===== config.mk =====
export PLATFORM = sky130hd
export DESIGN_NAME = gpio_dual_port
export DESIGN_NICKNAME = d
export VERILOG_FILES = /design/src/rtl/gpio_pkg.sv /design/src/rtl/gpio_in_sync.sv /design/src/rtl/gpio_port_slice.sv /design/src/rtl/gpio_dual_port.sv
export SDC_FILE = /design/constraint.sdc
export NUM_CORES = 1
export LEC_CHECK = 0
export ABC_CLOCK_PERIOD_IN_PS = 800
export BUFFER_PORTS_ARGS = -buffer_cell sky130_fd_sc_hd__buf_2
export CORE_MARGIN = 1
export CORE_UTILIZATION = 41
export DETAILED_ROUTE_END_ITERATION = 7
export GPL_TIMING_DRIVEN = 0
export PLACE_DENSITY = 0.74
export RECOVER_POWER = 50
export SYNTH_ARGS = -nofsm -noshare
export SYNTH_HDL_FRONTEND = slang
export SYNTH_HIERARCHICAL = 1
export SYNTH_SLANG_ARGS = --single-unit
export TNS_END_PERCENT = 1

===== constraint.sdc =====
create_clock -name clk -period 0.8 [get_ports clk]
set_clock_uncertainty 0.1 [all_clocks]
set_input_delay 0.04 -clock clk [delete_from_list [all_inputs] [get_ports clk]]
set_output_delay 0.04 -clock clk [all_outputs]
set_load 0.02 [all_outputs]

===== src/rtl/gpio_pkg.sv =====
package gpio_pkg;
  localparam int unsigned BUS_W       = 8;
  localparam int unsigned WIDE_PINS   = 8;
  localparam int unsigned NARROW_PINS = 4;

  typedef enum logic {
    PORT_WIDE   = 1'b0,
    PORT_NARROW = 1'b1
  } port_sel_e;
endpackage


===== src/rtl/gpio_in_sync.sv =====
module gpio_in_sync #(
  parameter int unsigned W = 8
) (
  input  logic         clk,
  input  logic         rst_n,
  input  logic [W-1:0] pin_async,
  output logic [W-1:0] pin_sync
);
  logic [W-1:0] stage1_q;
  logic [W-1:0] stage2_q;
  logic [1:0]   warm_q;

  always_ff @(posedge clk) begin
    if (!rst_n) begin
      stage1_q <= '0;
      stage2_q <= '0;
    end else begin
      stage1_q <= pin_async;
      stage2_q <= stage1_q;
    end
  end

  // cycles since reset, saturating at 2, used by the delay check only
  always_ff @(posedge clk) begin
    if (!rst_n)              warm_q <= 2'd0;
    else if (warm_q != 2'd2) warm_q <= warm_q + 2'd1;
  end

  assign pin_sync = stage2_q;

  p_sync_delay_r5: assert property (@(posedge clk) disable iff (!rst_n)
    (warm_q == 2'd2) |-> (pin_sync == $past(pin_async, 2)))
    else $error("R5: synchronized pins do not lag pad inputs by two edges");
endmodule


===== src/rtl/gpio_port_slice.sv =====
module gpio_port_slice #(
  parameter int unsigned         PINS    = 8,
  parameter int unsigned         BUS_W   = 8,
  parameter gpio_pkg::port_sel_e PORT_ID = gpio_pkg::PORT_WIDE
) (
  input  logic             clk,
  input  logic             rst_n,
  input  logic             wr_en,
  input  logic [BUS_W-1:0] wr_data,
  input  logic             dir_load,
  input  logic             dir_sel,
  input  logic [BUS_W-1:0] dir_data,
  input  logic [PINS-1:0]  pin_sync,
  output logic [BUS_W-1:0] rd_data,
  output logic [PINS-1:0]  pad_oe,
  output logic [PINS-1:0]  pad_out,
  output logic             dir_hit
);
  localparam int unsigned GAP_W = BUS_W - PINS;

  logic [PINS-1:0] latch_q;
  logic [PINS-1:0] dir_q;
  logic            write_hit;

  // pad a pin vector to the bus width with zeros above the pins
  function automatic logic [BUS_W-1:0] widen(input logic [PINS-1:0] v);
    logic [BUS_W-1:0] r;
    r = '0;
    r[PINS-1:0] = v;
    return r;
  endfunction

  assign write_hit = wr_en;
  assign dir_hit   = dir_load && (dir_sel == PORT_ID);

  generate
    if (GAP_W > 0) begin : g_gap
      logic unused_gap_bits;
      assign unused_gap_bits = ^{wr_data[BUS_W-1:PINS], dir_data[BUS_W-1:PINS]};
    end
  endgenerate

  always_ff @(posedge clk) begin
    if (!rst_n)         latch_q <= '0;
    else if (write_hit) latch_q <= wr_data[PINS-1:0];
  end

  always_ff @(posedge clk) begin
    if (!rst_n)       dir_q <= '1;
    else if (dir_hit) dir_q <= dir_data[PINS-1:0];
  end

  assign pad_oe  = ~dir_q;
  assign pad_out = latch_q;
  assign rd_data = widen(pin_sync);

  p_latch_load_r7: assert property (@(posedge clk) disable iff (!rst_n)
    write_hit |=> (pad_out == $past(wr_data[PINS-1:0])))
    else $error("R7: latch write not reflected on pad_out");

  p_latch_hold_r7: assert property (@(posedge clk) disable iff (!rst_n)
    !write_hit |=> $stable(pad_out))
    else $error("R7: pad_out changed without a write");

  p_dir_load_r3: assert property (@(posedge clk) disable iff (!rst_n)
    dir_hit |=> (pad_oe == ~$past(dir_data[PINS-1:0])))
    else $error("R3: direction load not reflected on pad_oe");

  p_dir_hold_r3: assert property (@(posedge clk) disable iff (!rst_n)
    !dir_hit |=> $stable(pad_oe))
    else $error("R3: pad_oe changed without a load for this port");
endmodule


===== src/rtl/gpio_dual_port.sv =====
module gpio_dual_port #(
  parameter int unsigned BUS_W       = gpio_pkg::BUS_W,
  parameter int unsigned WIDE_PINS   = gpio_pkg::WIDE_PINS,
  parameter int unsigned NARROW_PINS = gpio_pkg::NARROW_PINS
) (
  input  logic                   clk,
  input  logic                   rst_n,
  input  logic                   wide_wr_en,
  input  logic [BUS_W-1:0]       wide_wr_data,
  output logic [BUS_W-1:0]       wide_rd_data,
  input  logic                   narrow_wr_en,
  input  logic [BUS_W-1:0]       narrow_wr_data,
  output logic [BUS_W-1:0]       narrow_rd_data,
  input  logic                   dir_load,
  input  logic                   dir_sel,
  input  logic [BUS_W-1:0]       dir_data,
  input  logic [WIDE_PINS-1:0]   wide_pad_in,
  output logic [WIDE_PINS-1:0]   wide_pad_oe,
  output logic [WIDE_PINS-1:0]   wide_pad_out,
  input  logic [NARROW_PINS-1:0] narrow_pad_in,
  output logic [NARROW_PINS-1:0] narrow_pad_oe,
  output logic [NARROW_PINS-1:0] narrow_pad_out
);
  logic [WIDE_PINS-1:0]   wide_sync;
  logic [NARROW_PINS-1:0] narrow_sync;
  logic                   wide_dir_hit;
  logic                   narrow_dir_hit;

  gpio_in_sync #(.W(WIDE_PINS)) i_wide_sync (
    .clk(clk), .rst_n(rst_n), .pin_async(wide_pad_in), .pin_sync(wide_sync)
  );

  gpio_in_sync #(.W(NARROW_PINS)) i_narrow_sync (
    .clk(clk), .rst_n(rst_n), .pin_async(narrow_pad_in), .pin_sync(narrow_sync)
  );

  gpio_port_slice #(
    .PINS(WIDE_PINS), .BUS_W(BUS_W), .PORT_ID(gpio_pkg::PORT_WIDE)
  ) i_wide_slice (
    .clk(clk), .rst_n(rst_n),
    .wr_en(wide_wr_en), .wr_data(wide_wr_data),
    .dir_load(dir_load), .dir_sel(dir_sel), .dir_data(dir_data),
    .pin_sync(wide_sync), .rd_data(wide_rd_data),
    .pad_oe(wide_pad_oe), .pad_out(wide_pad_out), .dir_hit(wide_dir_hit)
  );

  gpio_port_slice #(
    .PINS(NARROW_PINS), .BUS_W(BUS_W), .PORT_ID(gpio_pkg::PORT_NARROW)
  ) i_narrow_slice (
    .clk(clk), .rst_n(rst_n),
    .wr_en(narrow_wr_en), .wr_data(narrow_wr_data),
    .dir_load(dir_load), .dir_sel(dir_sel), .dir_data(dir_data),
    .pin_sync(narrow_sync), .rd_data(narrow_rd_data),
    .pad_oe(narrow_pad_oe), .pad_out(narrow_pad_out), .dir_hit(narrow_dir_hit)
  );

  p_reset_hiz_r1: assert property (@(posedge clk) disable iff (!rst_n)
    $rose(rst_n) |-> (wide_pad_oe == '0 && narrow_pad_oe == '0))
    else $error("R1: a driver is enabled straight out of reset");

  p_reset_out_zero_r1: assert property (@(posedge clk) disable iff (!rst_n)
    $rose(rst_n) |-> (wide_pad_out == '0 && narrow_pad_out == '0))
    else $error("R1: output latches nonzero straight out of reset");

  p_one_target_r3: assert property (@(posedge clk) disable iff (!rst_n)
    dir_load |-> ($countones({wide_dir_hit, narrow_dir_hit}) == 1))
    else $error("R3: a direction load must reach exactly one port");
endmodule


Yosys cells after proc, flatten, opt, wreduce, memory -nomap -nowiden --
Index checks and enable logic that the tools add are counted. Widths: inputs -> output; s select.
Cells by class: add/sub/neg operators 0, $mul 0, divide/modulo/power cells 0, $lt $le $gt $ge 0, eq/ne operators 0, shifts and indexed selects 0, mux-type cells 0, bitwise operators 3, reduce and logical (&&, ||, !) cells 2
Operators with widths (count):
- $not 8->8 | 1
- $not 4->4 | 1
- $logic_and 1x1->1 | 2
- $not 1->1 | 1
Word-level totals: register bits after elaboration 48, bits in latches 0, bits in writable memories 0, bits in read-only memories 0, output and inout bits 40, logic and storage cells 13, memories 0

Longest topological paths before layout --
depth in word-level cells 2, gate-level depth with buffers 4, gate-level depth less buffers 2

Hierarchy --
Netlist, hierarchy kept.
Modules (own cells, without submodules):
- gpio_port_slice at i_wide_slice | instances 1, cells an instance 69, area an instance 752.0 µm², sequential area each 320.3 µm²
- gpio_in_sync at i_wide_sync | instances 1, cells an instance 33, area an instance 446.7 µm², sequential area each 320.3 µm²
- gpio_port_slice at i_narrow_slice | instances 1, cells an instance 40, area an instance 399.1 µm², sequential area each 160.2 µm²
- gpio_in_sync at i_narrow_sync | instances 1, cells an instance 16, area an instance 210.2 µm², sequential area each 160.2 µm²

Worst setup path after synthesis --
No wires, ideal clock.
kind register to register, start point register i_narrow_slice/pad_out[0] (netlist name), end point register i_narrow_slice.latch_q[0] (netlist: i_narrow_slice/pad_out[0]), arrival time 0.603 ns, path slack 0.032 ns, cell stages (with the launch flop) 3, path buffers 0, cell sequence dfxtp_1 mux2i_1 nor2b_1
RTL lines:
- end signal: assignment | line gpio_port_slice.sv:45 | else if (write_hit) latch_q <= wr_data[PINS-1:0];
- end: declaration | line gpio_port_slice.sv:21 | logic [PINS-1:0] latch_q;

Final worst setup path --
start point register i_wide_slice.dir_q[7], end point output wide_pad_oe[7]
On the way: cells in the longest elaborated chain, start to end 1
RTL lines:
- start: declaration | line gpio_port_slice.sv:22 | logic [PINS-1:0] dir_q;
- start signal: assignment | line gpio_port_slice.sv:50 | else if (dir_hit) dir_q <= dir_data[PINS-1:0];
- $not 8->8 | line gpio_port_slice.sv:53 | assign pad_oe = ~dir_q;
- end: declaration | line gpio_dual_port.sv:18 | output logic [WIDE_PINS-1:0] wide_pad_oe,
No other way between the ends.

==> run summary <==
Filler cell count in the final layout: 293
Family with the most delay on the worst path: flip-flops
Vias in the first global route: 1334
Outcome: finished with violations
Cells along the critical path: inv_2, buf_6
Wire length per cell: 13.2 µm
Ports: 82
Drc violations: 0
TritonCTS Buffers: 5
Clk root buf: clkbuf_8
Crit path time final: 0.940 ns
Core ar.: 4120 µm²
Register area: 1000 µm²
Htree depth: 2
VDD IR max: 0.00109 V
Post-DP HPWL: 2.32 mm
Tot Pwr: 5.24 mW
Largest net degree at the start of global routing: 31
Fin cells: 314
Iteration-0 DRC Markers: 59
Final Hold Fails: 3
Lkg Pwr: 1.47 nW
Placed Cells: 282
Failing checks: negative hold slack, negative setup slack
Routability cong.: 0.721
Setup ws final: -0.140 ns
Gr usage total: 18.4%
WS Path Type: reg2out
Initial antenna violation count: 0
CP bufs+invs: 2
Synth Register Bits: 48
Port Buffers: 71
Crit share post-route: 118%
Worst stage delay on the critical path: 0.33 ns
Core Util, Final: 70.7%
Critical Path Fanout Max: 2
Drt via density: 4.41
Antenna-violating nets left: 0
PD cells: 1800 nW/µm²
Unrepaired setup endpoints after global routing: true
Register area share after synthesis: 53.1%
Mean Syn Cell Area: 11.4 µm²
Final Max Slew Viols: 0
TritonRoute pass-1 iters: 4
Final setup vio count: 40
Highest clock rate: 1.06 GHz
Clock transition at path regs: 0.08 ns
Die height: 68.4 µm
Die ar.: 4680 µm²
Initial Utilization: 43.9%
Skew-Pair Late Insertion Delay: 0.29 ns
Area Overhead vs Synth: 60.9%
FP Rows: 23
Clock net sink count: 48
Via count: 1386
Netlist Area Pre-Place: 1810 µm²
HP Class: in2reg
Final net count: 305
Crit path launch type: register
Area after DPL: 2240 µm²
TritonCTS clock tree: yes
Cells after synthesis: 158
Yosys cell types: 16
First-pass GRT wire length: 6.11 mm
GR Overflow Total: 0
Max Root-Sink Buffers: 2
Slowest CP cell: dfxtp_2
Layout cell share with drive strength beyond 1: 63.3%
Multi-input logic area: 628 µm²
Max-cap viol count: 0
Routed wire length: 4.13 mm
Critical Path End Type: output port
# diodes: 0
Crit path DAT: 0.80 ns
Min Hold Slack: -0.0656 ns
WP data required: 0.66 ns
Post-route cell area: 2910 µm²
Synth Warn #: 6
DIE WIDTH: 68.4 µm
what timing repair did:
action | CTS | global route
pin swaps | 2 | 3
hold endpoints to repair | 36 | 7
setup endpoints to repair | 36 | 56
resized for setup | 116 | 18
buffers inserted | 2 | 3
hold buffers | 29 | 2
synthesized netlist by cell type:
| cell type | number | area share, % |
|---|---|---|
| dfxtp_1 | 48 | 53 |
| buf_4 | 17 | 7.1 |
| and2_1 | 12 | 4.2 |
| and2_2 | 12 | 5.0 |
| inv_1 | 12 | 2.5 |
| mux2i_1 | 12 | 6.6 |
| nor2b_1 | 12 | 4.2 |
| o211ai_2 | 12 | 8.3 |
| nand3b_1 | 8 | 3.3 |
| buf_6 | 4 | 2.5 |
| nand3_1 | 4 | 1.1 |
| and2_4 | 1 | 0.48 |
| clkbuf_2 | 1 | 0.28 |
| clkbuf_4 | 1 | 0.42 |
| conb_1 | 1 | 0.21 |
| nor2b_4 | 1 | 0.76 |
cells by family (layout without fill, tap and decap cells):
logic type	after synthesis	after routing	share of synthesized area (%)
other cells	1	4	0.207
mux	12	12	6.64
compound gates	12	12	8.30
flops	48	48	53.1
buf+inv	35	138	12.7
simple gates	50	50	19.0
routing by layer:
metal,global-route usage [%],vias up,wire length (µm)
li1,-,699,-
met1,19.5,637,1590
met2,33.9,48,2320
met3,6.17,2,191
met4,5.47,0,27
met5,0,-,0
metrics by stage:
stage | worst slack, ns | hold slack [ns] | TNS [ns]
floorplan | 0.0320 | 0.00458 | 0
finish | -0.140 | -0.0656 | -3.54
CTS | -0.145 | -0.0879 | -3.92
global placement | -0.313 | 0.145 | -4.60
detailed placement | -0.314 | 0.152 | -4.68
global route | -0.179 | -0.0664 | -5.01
final cells by class:
cell class / instances / share of cell area, %
flip-flops and latches: 48 / 34.5
repair buffers: 107 / 33.2
multi-input cells: 78 / 21.6
plain buffers: 11 / 3.18
clock buffers: 5 / 2.37
well taps: 50 / 2.15
inverters: 12 / 1.55
clock inverters: 3 / 1.46
worst register-to-register path, stage by stage (launching register included):
cell and delay (ns):
dfxtp_2 0.33, inv_2 0.04, buf_4 0.12, o211ai_2 0.13
worst paths after layout:
path	startpoint	endpoint	slack [ns]	cells past startpoint
min	dir_data[3]	i_narrow_slice/dir_q[3]$_SDFFE_PN1P_	-0.07	3
max reg2reg	i_narrow_slice/dir_q[0]$_SDFFE_PN1P_	i_narrow_slice/dir_q[0]$_SDFFE_PN1P_	0	3
min reg2reg	i_narrow_sync/stage1_q[1]$_SDFF_PN0_	i_narrow_sync/pin_sync[1]$_SDFF_PN0_	0.34	1
max	i_wide_slice/dir_q[7]$_SDFFE_PN1P_	wide_pad_oe[7]	-0.14	2
flip-flops by register name, indices dropped and copies added, names as in the netlist:
name / flops
i_narrow_slice/dir_q: 4
i_wide_sync/stage1_q: 8
i_narrow_sync/pin_sync: 4
i_wide_slice/pad_out: 8
i_narrow_slice/pad_out: 4
i_wide_slice/dir_q: 8
i_narrow_sync/stage1_q: 4
i_wide_sync/pin_sync: 8
power by group:
part           internal, mW  switching [mW]
registers              2.54          0.0610
logic                 0.539           0.412
clock network         0.924           0.767
total                  4.00            1.24
cells in the final DEF, fill, tap and decap left out, drive strengths merged:
cell type     count
nor2b            13
inv              12
dfxtp            48
clkinv            1
bufinv            1
nand3b            8
buf              84
clkinvlp          1
conb              4
and2             25
dlymetal6s4s     14
dlygate4sd3      17
o211ai           12
clkbuf            8
nand3             4
mux2i            12
Power figures use the tool's default switching activity.
